`src/rtl/cs_seq_pkg.sv`:
```
// Package: shared constants and the per-frame action code of the
// channel status sequencer.
package cs_seq_pkg;

    localparam int CS_WORD_W_DEF    = 32;
    localparam int CS_NUM_WORDS_DEF = 6;

    // Action decided at each clock for the status shifter and counters.
    typedef enum logic [2:0] {
        ACT_HOLD  = 3'd0,   // no frame boundary this cycle
        ACT_STOP  = 3'd1,   // frame boundary with an enable low: clear
        ACT_START = 3'd2,   // frame boundary that loads word A
        ACT_NEXT  = 3'd3,   // frame boundary that loads the next word
        ACT_SHIFT = 3'd4    // frame boundary that moves to the next bit
    } cs_act_e;

endpackage

```
`src/rtl/cs_word_select.sv`:
```
// Module: cs_word_select
// Picks one status word out of the flat word bus by index.
// Assumes word k sits at bits [k*WORD_W +: WORD_W]; an index past the
// last word yields zero.
module cs_word_select #(
    parameter int WORD_W    = 32,
    parameter int NUM_WORDS = 6,
    parameter int IDX_W     = 3
) (
    input  logic [NUM_WORDS*WORD_W-1:0] words_i,
    input  logic [IDX_W-1:0]            idx_i,
    output logic [WORD_W-1:0]           word_o
);

    logic [WORD_W-1:0] word_arr [NUM_WORDS];

    // Unpack the flat bus into one entry per word.
    for (genvar k = 0; k < NUM_WORDS; k++) begin : g_unpack
        assign word_arr[k] = words_i[k*WORD_W +: WORD_W];
    end

    // Index match selects the word; no match leaves zero.
    always_comb begin
        word_o = '0;
        for (int k = 0; k < NUM_WORDS; k++) begin
            if (idx_i == IDX_W'(k)) word_o = word_arr[k];
        end
    end

endmodule

```
`src/rtl/cs_seq_ctrl.sv`:
```
// Module: cs_seq_ctrl
// Tracks the position inside the status block (word and bit), decides
// the action taken at each frame boundary, and drives the block-start
// marker and the status busy flag.
// Assumes frame_start is a single-cycle strobe; all state changes happen
// only on cycles where it is high (or in reset).
module cs_seq_ctrl
    import cs_seq_pkg::*;
#(
    parameter int WORD_W    = 32,
    parameter int NUM_WORDS = 6,
    parameter int IDX_W     = 3,
    parameter int BIT_W     = 5
) (
    input  logic             clk,
    input  logic             rst_n,
    input  logic             frame_start_i,
    input  logic             tx_en_i,
    input  logic             cs_en_i,
    output cs_act_e          act_o,
    output logic [IDX_W-1:0] load_idx_o,
    output logic             block_start_o,
    output logic             cs_busy_o
);

    localparam logic [IDX_W-1:0] LAST_WORD = IDX_W'(NUM_WORDS - 1);
    localparam logic [BIT_W-1:0] LAST_BIT  = BIT_W'(WORD_W - 1);

    logic             run_q;
    logic [IDX_W-1:0] widx_q;
    logic [BIT_W-1:0] bidx_q;
    logic [IDX_W-1:0] widx_nx;

    assign widx_nx = widx_q + IDX_W'(1);

    // Choose what this cycle's frame boundary does to the stream.
    always_comb begin
        act_o = ACT_HOLD;
        if (frame_start_i) begin
            if (!(tx_en_i && cs_en_i))
                act_o = ACT_STOP;
            else if (!run_q || (widx_q == LAST_WORD && bidx_q == LAST_BIT))
                act_o = ACT_START;
            else if (bidx_q == LAST_BIT)
                act_o = ACT_NEXT;
            else
                act_o = ACT_SHIFT;
        end
    end

    // Word index handed to the selector for a load.
    assign load_idx_o = (act_o == ACT_NEXT) ? widx_nx : '0;

    // Position counters, block marker and status busy flag.
    always_ff @(posedge clk) begin
        if (!rst_n) begin
            run_q         <= 1'b0;
            widx_q        <= '0;
            bidx_q        <= '0;
            block_start_o <= 1'b0;
            cs_busy_o     <= 1'b0;
        end else begin
            case (act_o)
                ACT_STOP: begin
                    run_q         <= 1'b0;
                    widx_q        <= '0;
                    bidx_q        <= '0;
                    block_start_o <= 1'b0;
                    cs_busy_o     <= 1'b0;
                end
                ACT_START: begin
                    run_q         <= 1'b1;
                    widx_q        <= '0;
                    bidx_q        <= '0;
                    block_start_o <= 1'b1;
                    cs_busy_o     <= 1'b1;
                end
                ACT_NEXT: begin
                    widx_q        <= widx_nx;
                    bidx_q        <= '0;
                    block_start_o <= 1'b0;
                    cs_busy_o     <= (widx_nx != LAST_WORD);
                end
                ACT_SHIFT: begin
                    bidx_q        <= bidx_q + BIT_W'(1);
                    block_start_o <= 1'b0;
                end
                default: ;
            endcase
        end
    end

    // The block marker only appears while status loading is busy.
    assert_marker_busy_R4: assert property (@(posedge clk) disable iff (!rst_n)
        block_start_o |-> cs_busy_o);

    // The busy flag only rises on the frame that loads word A.
    assert_busy_rise_R4: assert property (@(posedge clk) disable iff (!rst_n)
        $rose(cs_busy_o) |-> block_start_o);

    // The busy flag only falls at a frame boundary.
    assert_busy_fall_R7: assert property (@(posedge clk) disable iff (!rst_n)
        ($fell(cs_busy_o) && $past(rst_n)) |-> $past(frame_start_i));

endmodule

```
`src/rtl/cs_shifter.sv`:
```
// Module: cs_shifter
// Holds the status word being sent and presents its low bit as the
// frame's status bit. Loads a new word, shifts right by one, or clears,
// as the controller's action says.
// Assumes the selected word is valid in the cycle of a load action.
module cs_shifter
    import cs_seq_pkg::*;
#(
    parameter int WORD_W = 32
) (
    input  logic              clk,
    input  logic              rst_n,
    input  cs_act_e           act_i,
    input  logic [WORD_W-1:0] word_i,
    output logic              bit_o
);

    logic [WORD_W-1:0] sh_q;

    // Load, shift or clear the status word on frame boundaries.
    always_ff @(posedge clk) begin
        if (!rst_n) begin
            sh_q <= '0;
        end else begin
            case (act_i)
                ACT_START, ACT_NEXT: sh_q <= word_i;
                ACT_SHIFT:           sh_q <= sh_q >> 1;
                ACT_STOP:            sh_q <= '0;
                default: ;
            endcase
        end
    end

    assign bit_o = sh_q[0];

    // A load presents the low bit of the word that was selected.
    assert_load_lsb_R6: assert property (@(posedge clk) disable iff (!rst_n)
        (act_i == ACT_START || act_i == ACT_NEXT) |=> (bit_o == $past(word_i[0])));

endmodule

```
`src/rtl/cs_tx_flag.sv`:
```
// Module: cs_tx_flag
// Transmitter busy flag: set by the transmit enable, cleared only at a
// frame boundary seen with the enable low.
// Assumes frame_start marks the end of the current frame.
module cs_tx_flag (
    input  logic clk,
    input  logic rst_n,
    input  logic tx_en_i,
    input  logic frame_start_i,
    output logic tx_busy_o
);

    // Set on enable, release at the frame boundary after the enable drops.
    always_ff @(posedge clk) begin
        if (!rst_n)             tx_busy_o <= 1'b0;
        else if (tx_en_i)       tx_busy_o <= 1'b1;
        else if (frame_start_i) tx_busy_o <= 1'b0;
    end

    assert_tx_rise_R2: assert property (@(posedge clk) disable iff (!rst_n)
        tx_en_i |=> tx_busy_o);

    assert_tx_fall_R3: assert property (@(posedge clk) disable iff (!rst_n)
        ($fell(tx_busy_o) && $past(rst_n)) |-> ($past(frame_start_i) && !$past(tx_en_i)));

endmodule

```
`src/rtl/cs_block_sequencer.sv`:
```
// Module: cs_block_sequencer
// Streams a NUM_WORDS x WORD_W channel status block, one bit per audio
// frame, low bit of each word first, words in ascending order. Drives the
// block-start marker and the transmitter / status busy flags.
// Assumes frame_start is a one-cycle strobe per frame and that cs_words is
// stable in the cycle a word is loaded.
module cs_block_sequencer
    import cs_seq_pkg::*;
#(
    parameter int WORD_W    = CS_WORD_W_DEF,
    parameter int NUM_WORDS = CS_NUM_WORDS_DEF
) (
    input  logic                        clk,
    input  logic                        rst_n,
    input  logic                        tx_en,
    input  logic                        cs_en,
    input  logic                        frame_start,
    input  logic [NUM_WORDS*WORD_W-1:0] cs_words,
    output logic                        cs_bit,
    output logic                        block_start,
    output logic                        tx_busy,
    output logic                        cs_busy
);

    localparam int IDX_W = (NUM_WORDS > 1) ? $clog2(NUM_WORDS) : 1;
    localparam int BIT_W = (WORD_W > 1) ? $clog2(WORD_W) : 1;

    cs_act_e           act;
    logic [IDX_W-1:0]  load_idx;
    logic [WORD_W-1:0] sel_word;

    cs_seq_ctrl #(
        .WORD_W    (WORD_W),
        .NUM_WORDS (NUM_WORDS),
        .IDX_W     (IDX_W),
        .BIT_W     (BIT_W)
    ) u_ctrl (
        .clk           (clk),
        .rst_n         (rst_n),
        .frame_start_i (frame_start),
        .tx_en_i       (tx_en),
        .cs_en_i       (cs_en),
        .act_o         (act),
        .load_idx_o    (load_idx),
        .block_start_o (block_start),
        .cs_busy_o     (cs_busy)
    );

    cs_word_select #(
        .WORD_W    (WORD_W),
        .NUM_WORDS (NUM_WORDS),
        .IDX_W     (IDX_W)
    ) u_sel (
        .words_i (cs_words),
        .idx_i   (load_idx),
        .word_o  (sel_word)
    );

    cs_shifter #(
        .WORD_W (WORD_W)
    ) u_shift (
        .clk    (clk),
        .rst_n  (rst_n),
        .act_i  (act),
        .word_i (sel_word),
        .bit_o  (cs_bit)
    );

    cs_tx_flag u_txf (
        .clk           (clk),
        .rst_n         (rst_n),
        .tx_en_i       (tx_en),
        .frame_start_i (frame_start),
        .tx_busy_o     (tx_busy)
    );

    // Status loading never reports busy without the transmitter busy.
    assert_cs_within_tx_R11: assert property (@(posedge clk) disable iff (!rst_n)
        cs_busy |-> tx_busy);

    // The status bit only moves at frame boundaries.
    assert_bit_stable_R5: assert property (@(posedge clk) disable iff (!rst_n)
        (!frame_start && $past(rst_n)) |=> $stable(cs_bit));

endmodule

```
`config.mk`:
```
export PLATFORM = sky130hd
export DESIGN_NAME = cs_block_sequencer
export DESIGN_NICKNAME = d
export VERILOG_FILES = /design/src/rtl/cs_seq_pkg.sv /design/src/rtl/cs_word_select.sv /design/src/rtl/cs_seq_ctrl.sv /design/src/rtl/cs_shifter.sv /design/src/rtl/cs_tx_flag.sv /design/src/rtl/cs_block_sequencer.sv
export SDC_FILE = /design/constraint.sdc
export NUM_CORES = 1
export LEC_CHECK = 0
export BUFFER_PORTS_ARGS = -buffer_cell sky130_fd_sc_hd__buf_2
export CORE_ASPECT_RATIO = 0.5
export CORE_MARGIN = 2
export CORE_UTILIZATION = 44
export DETAILED_ROUTE_END_ITERATION = 8
export PLACE_DENSITY = 0.78
export SYNTH_ARGS = -nofsm -noshare
export SYNTH_HDL_FRONTEND = slang
export SYNTH_SLANG_ARGS = --single-unit
```
`constraint.sdc`:
```
create_clock -name clk -period 3.8 [get_ports clk]
set_input_delay 0.76 -clock clk [delete_from_list [all_inputs] [get_ports clk]]
set_output_delay 0.76 -clock clk [all_outputs]
set_load 0.02 [all_outputs]
```
Word-level counts from Yosys, hierarchy flattened
Index checks and enable logic that the tools add are counted.
- register bits after elaboration: 44
- output and inout bits: 4
- add/sub/neg operators: 2
- equal/unequal tests: 12
- multiplexer cells: 19
- reduce and logical (&&, ||, !) cells: 16
- operators with widths (operator ; count):
    2-to-1 mux 32 bit ; 6
    case mux 32 bit (3 select lines) ; 1
    2-to-1 mux 3 bit ; 5
    equality test 3 x 2 -> 1 bit (second input constant) ; 4
    equality test 3 bit (second input constant) ; 4
    case mux 5 bit (2 select lines) ; 1
    nonzero test 2 bit ; 5
    equality test 3 x 1 -> 1 bit (second input constant) ; 2
    case mux 3 bit (2 select lines) ; 1
    nonzero test 3 bit ; 2
    OR reduction 3 bit ; 2
    adder 5 x 1 -> 5 bit (second input constant) ; 1
    equality test 5 bit (second input constant) ; 1
    case mux 1 bit (2 select lines) ; 2
    OR reduction 2 bit ; 2
    adder 3 x 1 -> 3 bit (second input constant) ; 1
    logical NOT 3 bit ; 1
    != test 3 bit (second input constant) ; 1
    case mux 1 bit (3 select lines) ; 1
    logical AND 1 bit ; 2
    2-to-1 mux 1 bit ; 2
    logical NOT 1 bit ; 1
    logical OR 1 bit ; 1

Logic depth before layout (Yosys ltp)
Gate-level depths: netlist of run 1.
- depth after elaboration: 16
- depth in mapped cells: 12

By module
A second synthesis of run 1 with hierarchy kept.
- cells, all modules: 485
- area, all modules: 4296.6 um^2
- modules (own cells, without submodules) (module ; times used ; cells each ; area an instance (um^2) ; sequential area each (um^2)):
    cs_word_select ; 1 ; 198 ; 1913.1 ; 0.0
    cs_shifter ; 1 ; 214 ; 1705.4 ; 640.6
    cs_seq_ctrl ; 1 ; 70 ; 636.9 ; 220.2
    cs_tx_flag ; 1 ; 3 ; 41.3 ; 20.0

Worst setup path before layout of run 1
Ideal clock, no wire load.
- path kind: register to register
- start: reg u_ctrl.widx_q[0]
- end: reg u_shift.sh_q[11]
- setup time: 0.122 ns
- arrival time: 2.602 ns
- required time: 3.678 ns
- slack: 1.077 ns
- cell stages (with the launch flop): 12
- buffers on the path: 5
- clock period less this slack: 2.723 ns
- cells stage by stage: dfxtp_1 > clkbuf_1 > clkinv_1 > clkbuf_1 > ha_1 > clkbuf_1 > inv_1 > o2111ai_1 > buf_2 > buf_2 > o211ai_1 > o311a_1
- word-level cells in the longest chain between the ends: 16
- elaborated cells on any way between the ends: 27
- classes of those cells: 1 x add/sub; 10 x eq/ne; 11 x mux; 5 x reduce/logical
- RTL lines (what ; line ; RTL):
    from (decl) ; cs_seq_ctrl.sv:30 ; logic [IDX_W-1:0] widx_q;
    from (signal assigned) ; cs_seq_ctrl.sv:79 ; widx_q <= widx_nx;
    equality test 3 bit ; cs_seq_ctrl.sv:42 ; else if (!run_q || (widx_q == LAST_WORD && bidx_q == LAST_BIT))
    logical AND 1 bit ; cs_seq_ctrl.sv:42 ;
    logical OR 1 bit ; cs_seq_ctrl.sv:42 ;
    2-to-1 mux 3 bit ; cs_seq_ctrl.sv:42 ;
    2-to-1 mux 3 bit ; cs_seq_ctrl.sv:40 ; if (!(tx_en_i && cs_en_i))
    2-to-1 mux 3 bit ; cs_seq_ctrl.sv:39 ; if (frame_start_i) begin
    equality test 3 x 2 -> 1 bit ; cs_seq_ctrl.sv:52, cs_shifter.sv:25 ;
    2-to-1 mux 3 bit ; cs_seq_ctrl.sv:52 ; assign load_idx_o = (act_o == ACT_NEXT) ? widx_nx : '0;
    logical NOT 3 bit ; cs_word_select.sv:26 ; if (idx_i == IDX_W'(k)) word_o = word_arr[k];
    2-to-1 mux 32 bit (6 in series) ; cs_word_select.sv:26 ;
    case mux 32 bit (3 select lines) ; cs_shifter.sv:25 ; case (act_i)
    to (signal assigned) ; cs_shifter.sv:26 ; ACT_START, ACT_NEXT: sh_q <= word_i;
    to (signal assigned) ; cs_shifter.sv:27 ; ACT_SHIFT: sh_q <= sh_q >> 1;
    to (decl) ; cs_shifter.sv:18 ; logic [WORD_W-1:0] sh_q;
Parallel ways exist; a longest one is shown, timed or not.
A chain may end at the register's enable or synchronous reset.

Worst setup path after layout of run 1
- start: reg u_ctrl.widx_q[0]
- end: reg u_shift.sh_q[25]
The elaborated chain is that of the path after synthesis.

==> metrics, run 1 <==
gr ovfl total 0; DIE HEIGHT 70.4 um; clk slew on worst S/H paths 0.07 ns; Final Skew 0.00580 ns; Pwr Total 1.29 mW; Layout Utilization 60.0%; critical setup path kind register to register; post-synthesis sequential area ratio 22.7%; final setup vio count 0; min cycle time layout 2.93 ns; global-route wire length before repair 25000 um; Syn. warnings 0; FF-to-FF End u_shift.sh_q[25]; asr flop ratio synth 0%; Reg power frac 38.3%; DR vias 5311; sink of the worst hold path u_ctrl.cs_busy_o; diodes inserted 0; combinational power share 20.4%; Sw Ratio 26.7%; CTS tree built; Total Routing Usage GR 32.7%; syn_area_per_cell 7.14 um2; buffers added on ports 200; CP endpoint kind register; hold wc startpoint u_ctrl.cs_busy_o; Antenna Nets Post-Route 0; Final Hold Viols 0; Clock power frac 41.3%; maximum vdd drop 0.000222 V; Top FF cell, synth dfxtp_1; cell count after placement 828; leakage dissipation 2.22 nW; CP required 3.98 ns; Initial Util 44.9%; routed len/inst 19.2 um; CP max FO 26; Hold Worst Slack 0.460 ns; share of post-route cells with drive strength above 1 33.9%; drt drc 0; Critical Path Start Type register; Post-synth EDFFs 0; final WL 16100 um; largest net degree at the start of global routing 52; Hold Path Depth 2; GPL Wtd Cong 0.986; Die ar. 0.00964 mm2; CTS sink count 44; cell row count 24; Post-Syn Area 0.00388 mm2; clock buffer count from CTS 5; hold_buf cts 0; RSZ-0062 raised after global routing no; Clock Path Buffers 2; Syn Nets 746; initial antenna violation count 0; Max-slew headroom 44.5%; MaxCap Viol Count 0; Final Cell Area 0.00518 mm2; Setup Fix Bufs, Post-CTS 0; Net Sw Power 0.346 mW; dpl hpwl 11700 um; htree depth 2; Worst-Margin Slew 0.832 ns; vias per cell 6.35; setup TNS 0 ns; Post-DP Area 0.00501 mm2; internal power 0.948 mW; Synth cell types 55; drt initial violations 751; reg2reg setup slack 0.87 ns; I/O Pins 201; P&R area growth vs syn 33.5%; Final Non-Filler Cells 836; Hold WC Path Type register to register; Final WS setup 0.870 ns; PostCTS Resize Cnt 0; DRT Pass-1 Iters 5; pre-CTS setup slack 0.899 ns; part of the cycle the worst path needs 77.1%; root buf cell clkbuf_16; power per cell area 249 mW/mm2; f_max 341 MHz; outcome finished clean; vias in the first global route 5073; Post-Synthesis Cells 544; Total Nets Final 920; Clock Latency Late Sink 0.29 ns; Core Area 0.00865 mm2; Slew Viols, Final 0; flops & latches, synth 44; chip width 137 um; crit path DAT 3.11 ns; worst r2r src u_ctrl.widx_q[0]; Worst Reg-to-Reg Cells 10
==> state kept, by name, summed over array words and instances, names as in the netlist <==
name	count
u_shift.sh_q	32
u_ctrl.bidx_q	5
u_ctrl.widx_q	3
u_ctrl.block_start_o	1
u_ctrl.cs_busy_o	1
u_ctrl.run_q	1
u_txf.tx_busy_o	1
==> layout make-up <==
class | count | area [um2]
fillers | 854 | 3460
flip-flops and latches | 44 | 881
repair buffers | 220 | 1160
multi-input cells | 427 | 2740
clock inverters | 2 | 38.8
clock buffers | 6 | 139
inverters | 20 | 75.1
well taps | 117 | 146
==> placed cells by master (no fill, tap or decap), types with 4 or more instances in the layout <==
cell type  netlist  routed
nor3_1           9       9
a32oi_1         33      33
o21ai_0         52      52
nand2_1         34      34
o311a_1         24      24
o221ai_1         7       7
buf_4            0      19
a31oi_1          4       4
ha_1             5       5
a21oi_1         30      30
o211ai_1        29      29
nor2_1          86      85
a22o_1          30      30
a22oi_1          6       6
o2bb2ai_1        6       6
clkbuf_16        0       5
buf_2           13     200
dfxtp_1         44      44
nand3_1         18      18
inv_1           19      19
==> worst max-delay path, cell delays in order, from the launching register on <==
cell and delay [ns]:
dfxtp_1 0.33, buf_4 0.26, clkinv_1 0.14, ha_1 0.42
buf_4 0.26, nand2b_1 0.26, nor2_2 0.05, buf_4 0.24
a311oi_1 0.31, o21ai_0 0.16, o311a_1 0.37
==> how the worst max path moves through the flow <==
stage,startpoint,to,slack (ns)
floorplan,u_ctrl.widx_q[0],u_shift.sh_q[11],1.08
global placement,frame_start,u_shift.sh_q[31],0.96
detailed placement,frame_start,u_shift.sh_q[25],0.90
CTS,u_ctrl.widx_q[0],u_shift.sh_q[25],0.95
global route,u_ctrl.bidx_q[0],u_shift.sh_q[25],0.75
finish,u_ctrl.widx_q[0],u_shift.sh_q[25],0.87
==> logic make-up after synthesis <==
family | synth area share (%)
simple gates | 20.2
xor+xnor | 0.934
flops | 22.7
fa+ha+maj | 1.61
buf+inv | 7.67
compound gates | 46.9
==> power by group through the flow <==
stage | registers, mW | clock network, mW | logic [mW]
2_1_floorplan | 0.503 | 0 | 0.116
3_3_place_gp | 0.504 | 0 | 0.256
3_5_place_dp | 0.505 | 0 | 0.258
4_1_cts | 0.494 | 0.532 | 0.259
5_1_grt | 0.497 | 0.554 | 0.288
6_report | 0.495 | 0.534 | 0.264
==> layer usage <==
metal  part of all wire [%]  GRT usage [%]
met5                      0              0
met4                    2.7           11.1
met3                     10           8.21
met2                     45           49.8
met1                     43           44.9
==> synthesized netlist by cell type (3+ instances only) <==
cell type,number,share of area (%)
a21oi_1,30,3.9
a22o_1,30,6.8
a22oi_1,6,1.2
a311oi_1,3,0.68
a31oi_1,4,0.64
a32oi_1,33,7.4
and2_1,3,0.48
buf_1,3,0.29
buf_2,13,1.7
clkbuf_1,36,3.5
dfxtp_1,44,23
ha_1,5,1.6
inv_1,19,1.8
nand2_1,34,3.3
nand2b_1,3,0.48
nand3_1,18,2.3
nor2_1,86,8.3
nor2b_1,3,0.48
nor3_1,9,1.2
o211ai_1,29,5.6
o21ai_0,52,6.7
o21ai_1,3,0.39
o221ai_1,7,1.6
o22ai_1,3,0.48
o2bb2ai_1,6,1.4
o311a_1,24,6.2
No activity file was read; power rests on OpenSTA's default activity.
==> run 2, diff against run 1 <==
==> constraint.sdc (replaced) <==
create_clock -name clk -period 3 [get_ports clk]
set_input_delay 0.6 -clock clk [delete_from_list [all_inputs] [get_ports clk]]
set_output_delay 0.6 -clock clk [all_outputs]
set_load 0.02 [all_outputs]
==> metrics, run 2 (synthesis gave the netlist of run 1 again) <==
outcome finished clean; Clock Latency Late Sink 0.30 ns (about the same); DRT Pass-1 Iters 5 (unchanged); part of the cycle the worst path needs 89.7% (+13 points); maximum vdd drop 0.000226 V (+1.7%); global-route wire length before repair 25000 um (about the same); CTS tree built; htree depth 2 (unchanged); vias in the first global route 4991 (-1.6%); leakage dissipation 2.23 nW (+0.54%); RSZ-0062 raised after global routing no; CP max FO 20 (-23%); Final Hold Viols 0 (unchanged); DR vias 5270 (-0.77%); PostCTS Resize Cnt 0 (unchanged); most common cell after layout, fill and taps aside buf_2; FILL cells 793 (-7.1%); I/O Pins 201 (unchanged); crit path DAT 2.88 ns (-0.23 ns); cell row count 24 (unchanged); Total Nets Final 924 (+0.43%); Die ar. 0.00964 mm2 (unchanged); most flop-heavy register u_shift.sh_q; CTS sink count 44 (unchanged); root buf cell clkbuf_16; Worst-Margin Slew 0.728 ns (-0.104 ns); Antenna Nets Post-Route 0 (unchanged); Clock Path Buffers 2 (unchanged); min cycle time layout 2.69 ns (-0.239 ns); initial antenna violation count 1 (+1); hold_buf cts 0 (unchanged); buffers added on ports 200 (unchanged); final setup vio count 0 (unchanged); dpl hpwl 11500 um (-1.8%); critical setup path kind register to register; P&R area growth vs syn 33.9%; Total Routing Usage GR 32.7% (about the same); gr ovfl total 0 (unchanged); MaxCap Viol Count 0 (unchanged); share of post-route cells with drive strength above 1 34.3% (+0.37 points); Hold WC Path Type register to register; Critical Path Start Type register; CP endpoint kind register; Post-DP Area 0.00502 mm2 (+0.35%); drt drc 0 (unchanged); max reg flops 32 (unchanged); CP required 3.19 ns (-0.79 ns); Initial Util 44.9% (unchanged); Final Cell Area 0.00520 mm2 (+0.31%); largest net degree at the start of global routing 52 (unchanged); GPL Wtd Cong 0.937 (-4.9%); power per cell area 313 mW/mm2 (+25%); drt initial violations 603 (-20%); diodes inserted 0 (unchanged); vias per cell 6.27 (-1.2%); f_max 372 MHz (+8.9%); routed len/inst 19.0 um (-1.5%); Setup Fix Bufs, Post-CTS 0 (unchanged); Largest regs u_shift.sh_q: 32 flops, u_ctrl.bidx_q: 5 flops, u_ctrl.widx_q: 3 flops; setup TNS 0 ns (unchanged); Max-slew headroom 51.5% (+6.9 points); DIE HEIGHT 70.4 um (unchanged); Core Area 0.00865 mm2 (unchanged); most frequent cells in the layout 200 x buf_2, 85 x nor2_1, 52 x o21ai_0, 44 x dfxtp_1, 34 x nand2_1; clock buffer count from CTS 5 (unchanged); Final Skew 0.00631 ns (+0.000508 ns); clk slew on worst S/H paths 0.07 ns (about the same); Slew Viols, Final 0 (unchanged); chip width 137 um (unchanged); final WL 15900 um (-1.0%)
## run 2: critical path, stage by stage, from the launching register on
cell	delay, ns
dfxtp_1	0.38
ha_1	0.20
and3_1	0.17
ha_1	0.24
and2_1	0.38
o2111ai_2	0.38
buf_4	0.34
o21ai_0	0.22
o211ai_1	0.12
o311a_1	0.14
## run 2: path summary, 6_finish.rpt
check	startpoint	to	slack (ns)	cells after the start
max	u_ctrl.bidx_q[0]	u_shift.sh_q[24]	0.31	9
min	u_ctrl.cs_busy_o	u_ctrl.cs_busy_o	0.47	2
max reg2reg	u_ctrl.bidx_q[0]	u_shift.sh_q[24]	0.31	9
min reg2reg	u_ctrl.cs_busy_o	u_ctrl.cs_busy_o	0.47	2
## run 2: per-stage QoR
stage               setup WS (ns)  hold slack, ns  cells  utilization (%)  power (mW)
floorplan                   0.277           0.439    544                -       0.784
global placement            0.340           0.436    832             58.1       0.963
detailed placement          0.244           0.458    832             58.1       0.966
CTS                         0.208           0.468    840             60.1        1.62
global route                0.117           0.484    840             60.1        1.68
finish                      0.309           0.469    840             60.1        1.63
## run 2: where the power goes
| group | internal (mW) | switching (mW) |
|---|---|---|
| clock network | 0.397 | 0.268 |
| registers | 0.609 | 0.0181 |
| logic | 0.176 | 0.158 |
## run 2: per-layer routing
layer	wire length, um	global-route usage [%]	vias up
li1	-	-	2464
met1	6910	45.3	2451
met2	7160	50.9	325
met3	1570	7.92	30
met4	283	8.71	0
met5	0	0	-
## run 2: layout make-up
| cell class | instances | area, um2 | share of cell area, % |
|---|---|---|---|
| sequential | 44 | 881 | 16.9 |
| timing repair buffer | 224 | 1180 | 22.7 |
| multi-input combinational | 427 | 2750 | 52.8 |
| inverter | 20 | 75.1 | 1.44 |
| tap | 117 | 146 | 2.81 |
| clock inverter | 3 | 46.3 | 0.890 |
| clock buffer | 5 | 125 | 2.41 |
==> run 3, diff against run 2 <==
--- a/config.mk
+++ b/config.mk
@@ -10,7 +10,8 @@
 export CORE_MARGIN = 2
 export CORE_UTILIZATION = 44
 export DETAILED_ROUTE_END_ITERATION = 8
-export PLACE_DENSITY = 0.78
+export PLACE_DENSITY = 0.76
 export SYNTH_ARGS = -nofsm -noshare
 export SYNTH_HDL_FRONTEND = slang
+export SYNTH_HIERARCHICAL = 1
 export SYNTH_SLANG_ARGS = --single-unit
==> metrics, run 3 <==
Post-synth EDFFs 0 (unchanged); final WL 14900 um (-6.5%); vias in the first global route 4614 (-7.6%); critical setup path kind register to register; root buf cell clkbuf_16; Worst Reg-to-Reg Cells 12 (+3); Crit path largest cell delay 0.36 ns (-0.02 ns); min cycle time layout 2.81 ns (+0.121 ns); Die ar. 0.0106 mm2 (+10%); htree depth 2 (unchanged); Initial Util 45.3% (+0.43 points); worst-path cell chain ha_1 > and3_1 > ha_1 > nand2_1 > nor3b_4 > and2_4 > buf_12 > mux2_2 > o32ai_2 > a221oi_2 > a222oi_1 > nor2b_1; chip width 144 um (+5.0%); I/O Pins 201 (unchanged); Top FF cell, synth dfxtp_1; Syn. warnings 6 (+6); f_max 356 MHz (-4.3%); crit path DAT 2.98 ns (+0.10 ns); drt initial violations 419 (-31%); setup TNS 0 ns (unchanged); CP required 3.17 ns (-0.02 ns); asr flop ratio synth 0% (unchanged); worst r2r src u_ctrl/bidx_q[0]; MaxCap Viol Count 0 (unchanged); Critical Path Start Type register; routed len/inst 18.8 um (-0.79%); Multi-input gate area 0.00307 mm2 (+12%); Synth top area share 20.5% (-2.2 points); Post-Syn Area 0.00430 mm2 (+11%); clk slew on worst S/H paths 0.06 ns (about the same); largest net degree at the start of global routing 65 (+25%); reg2reg setup slack 0.19 ns (-0.12 ns); Final Skew 0.00263 ns (-0.00368 ns); CTS tree built; P&R area growth vs syn 29.9%; Hold WC Path Type register to register; Worst-Margin Slew 0.780 ns (+0.0520 ns); Crit path top cell by count ha_1; Core Area 0.00948 mm2 (+9.6%); CP max FO 20 (unchanged); buffers added on ports 200 (unchanged); PostCTS Resize Cnt 0 (unchanged); hold wc startpoint u_ctrl/cs_busy_o; drt drc 0 (unchanged); Synth cell types 46 (-16%); outcome finished clean; Total Routing Usage GR 27.8% (-4.9 points); Final Hold Viols 0 (unchanged); leakage dissipation 2.37 nW (+6.4%); DR vias 4754 (-9.8%); Antenna Nets Post-Route 0 (unchanged); Post-DP Area 0.00538 mm2 (+7.1%); DRT Pass-1 Iters 5 (unchanged); most frequent cells in the layout 200 x buf_2, 60 x nor2_1, 44 x dfxtp_1, 37 x nand2_1, 37 x mux2_2; most common cell in the synthesized netlist nor2_1; RSZ-0062 raised after global routing no; Clock Path Buffers 2 (unchanged); gr ovfl total 0 (unchanged); power per cell area 293 mW/mm2 (-6.4%); Post-synth top cells 60 x nor2_1, 44 x dfxtp_1, 37 x mux2_2, 37 x nand2_1, 35 x o21ai_0; Largest regs u_shift/sh_q: 32 flops, u_ctrl/bidx_q: 5 flops, u_ctrl/widx_q: 3 flops; CTS sink count 44 (unchanged); Slowest-stage cell, CP dfxtp_1; dpl hpwl 10900 um (-4.9%); Slew Viols, Final 0 (unchanged); Final Cell Area 0.00558 mm2 (+7.3%); largest cells by area after synthesis dfxtp_1 21%, o32ai_2 11%, mux2_2 9.7%; Synth area leader dfxtp_1; CP endpoint kind register; Setup Fix Bufs, Post-CTS 0 (unchanged); Critical Path Start u_ctrl/bidx_q[0]; Buffers & Inverters on Critical Path 1 (unchanged); Hold Worst Slack 0.490 ns (+0.0211 ns); max reg flops 32 (unchanged); Seq. cell area 881 um2 (unchanged); Syn Nets 687 (-7.9%); diodes inserted 0 (unchanged); hold_buf cts 0 (unchanged); Total Nets Final 858 (-7.1%); cell row count 25 (+4.2%); maximum vdd drop 0.000219 V (-3.1%); flops & latches, synth 44 (unchanged); final setup vio count 0 (unchanged); CP Depth 12 (+3); most flop-heavy register u_shift/sh_q; vias per cell 6.00 (-4.3%); DIE HEIGHT 73.9 um (+4.9%); crit-path leading delay family simple AND/OR/NAND/NOR gates; syn_area_per_cell 8.86 um2 (+24%); Post-Synthesis Cells 485 (-11%); post-synthesis sequential area ratio 20.5% (-2.2 points); GPL Wtd Cong 0.928 (-1.0%); share of post-route cells with drive strength above 1 51.1% (+17 points); FF-to-FF End u_shift/sh_q[22]; FILL cells 848 (+6.9%); Setup crit end u_shift/sh_q[22]; initial antenna violation count 1 (unchanged); clock buffer count from CTS 5 (unchanged); global-route wire length before repair 23200 um (-7.5%); Max-slew headroom 48.0% (-3.5 points); Clock Latency Late Sink 0.28 ns (-0.02 ns); most common cell after layout, fill and taps aside buf_2; part of the cycle the worst path needs 93.7% (+4.0 points)
## run 3: cell count changes in the layout (fill, tap and decap cells not counted), moves of 24 or more
| cell | before | now |
|---|---|---|
| o211ai_1 | 29 | 0 |
| mux2_2 | 0 | 37 |
| nor2_1 | 85 | 60 |
| o22ai_1 | 3 | 30 |
| o2111a_1 | 0 | 28 |
| o311a_1 | 24 | 0 |
| o32ai_2 | 0 | 30 |
| a22o_1 | 30 | 0 |
| a221oi_2 | 0 | 27 |
| a32oi_1 | 33 | 0 |
## run 3: layout make-up
cell class                      count  area share (%)
Timing Repair Buffer              220            22.9
Inverter                            6           0.403
Sequential cell                    44            15.8
Tap cell                          135            3.03
Clock buffer                        6            2.31
Multi-Input combinational cell    379            54.9
Clock inverter                      2           0.628
## run 3: kinds of logic after synthesis
kind of cell    share of synthesized area, %
compound gates                          44.7
xor+xnor                               0.204
fa+ha+maj                               1.46
buf+inv                                 8.47
flops                                   20.5
mux                                     9.93
simple gates                            14.8
## run 3: where the power goes
| part | internal (mW) | switching [mW] | leakage [nW] |
|---|---|---|---|
| combinational | 0.213 | 0.169 | 1.93 |
| clock | 0.392 | 0.223 | 0.0808 |
| sequential | 0.619 | 0.0186 | 0.361 |
| total | 1.22 | 0.410 | 2.37 |
## run 3: worst min-delay path, delay by kind of cell (launching register included)
kind,cells,cell delay [ns]
flip-flops,1,0.32
AO/OA/AOI/OAI,1,0.06
AND/OR/NAND/NOR,1,0.07
## run 3: metrics by stage
step | utilization [%] | setup slack [ns] | instances | total power, mW
after floorplan | - | 0.374 | 485 | 0.853
after global placement | 56.8 | 0.229 | 783 | 1.02
after detailed placement | 56.8 | 0.164 | 783 | 1.03
after CTS | 58.5 | 0.136 | 791 | 1.65
after global routing | 58.9 | 0.0292 | 792 | 1.71
final | 58.9 | 0.188 | 792 | 1.63
## run 3: per-layer routing
metal	vias to the layer above	track usage (%)	wire length [um]
met2	212	46.2	6830
met5	-	0	13
met1	2249	34.5	6460
met3	42	8.93	1250
met4	2	9.37	342
li1	2249	-	-
## run 3: how the worst min path moves through the flow
| stage | end | slack [ns] | cells past startpoint |
|---|---|---|---|
| 2_1_floorplan | u_ctrl/bidx_q[3] | 0.46 | 2 |
| 3_3_place_gp | u_ctrl/bidx_q[3] | 0.48 | 2 |
| 3_5_place_dp | u_ctrl/cs_busy_o | 0.48 | 2 |
| 4_1_cts | u_ctrl/cs_busy_o | 0.50 | 2 |
| 5_1_grt | u_ctrl/cs_busy_o | 0.52 | 2 |
| 6_report | u_ctrl/cs_busy_o | 0.49 | 2 |
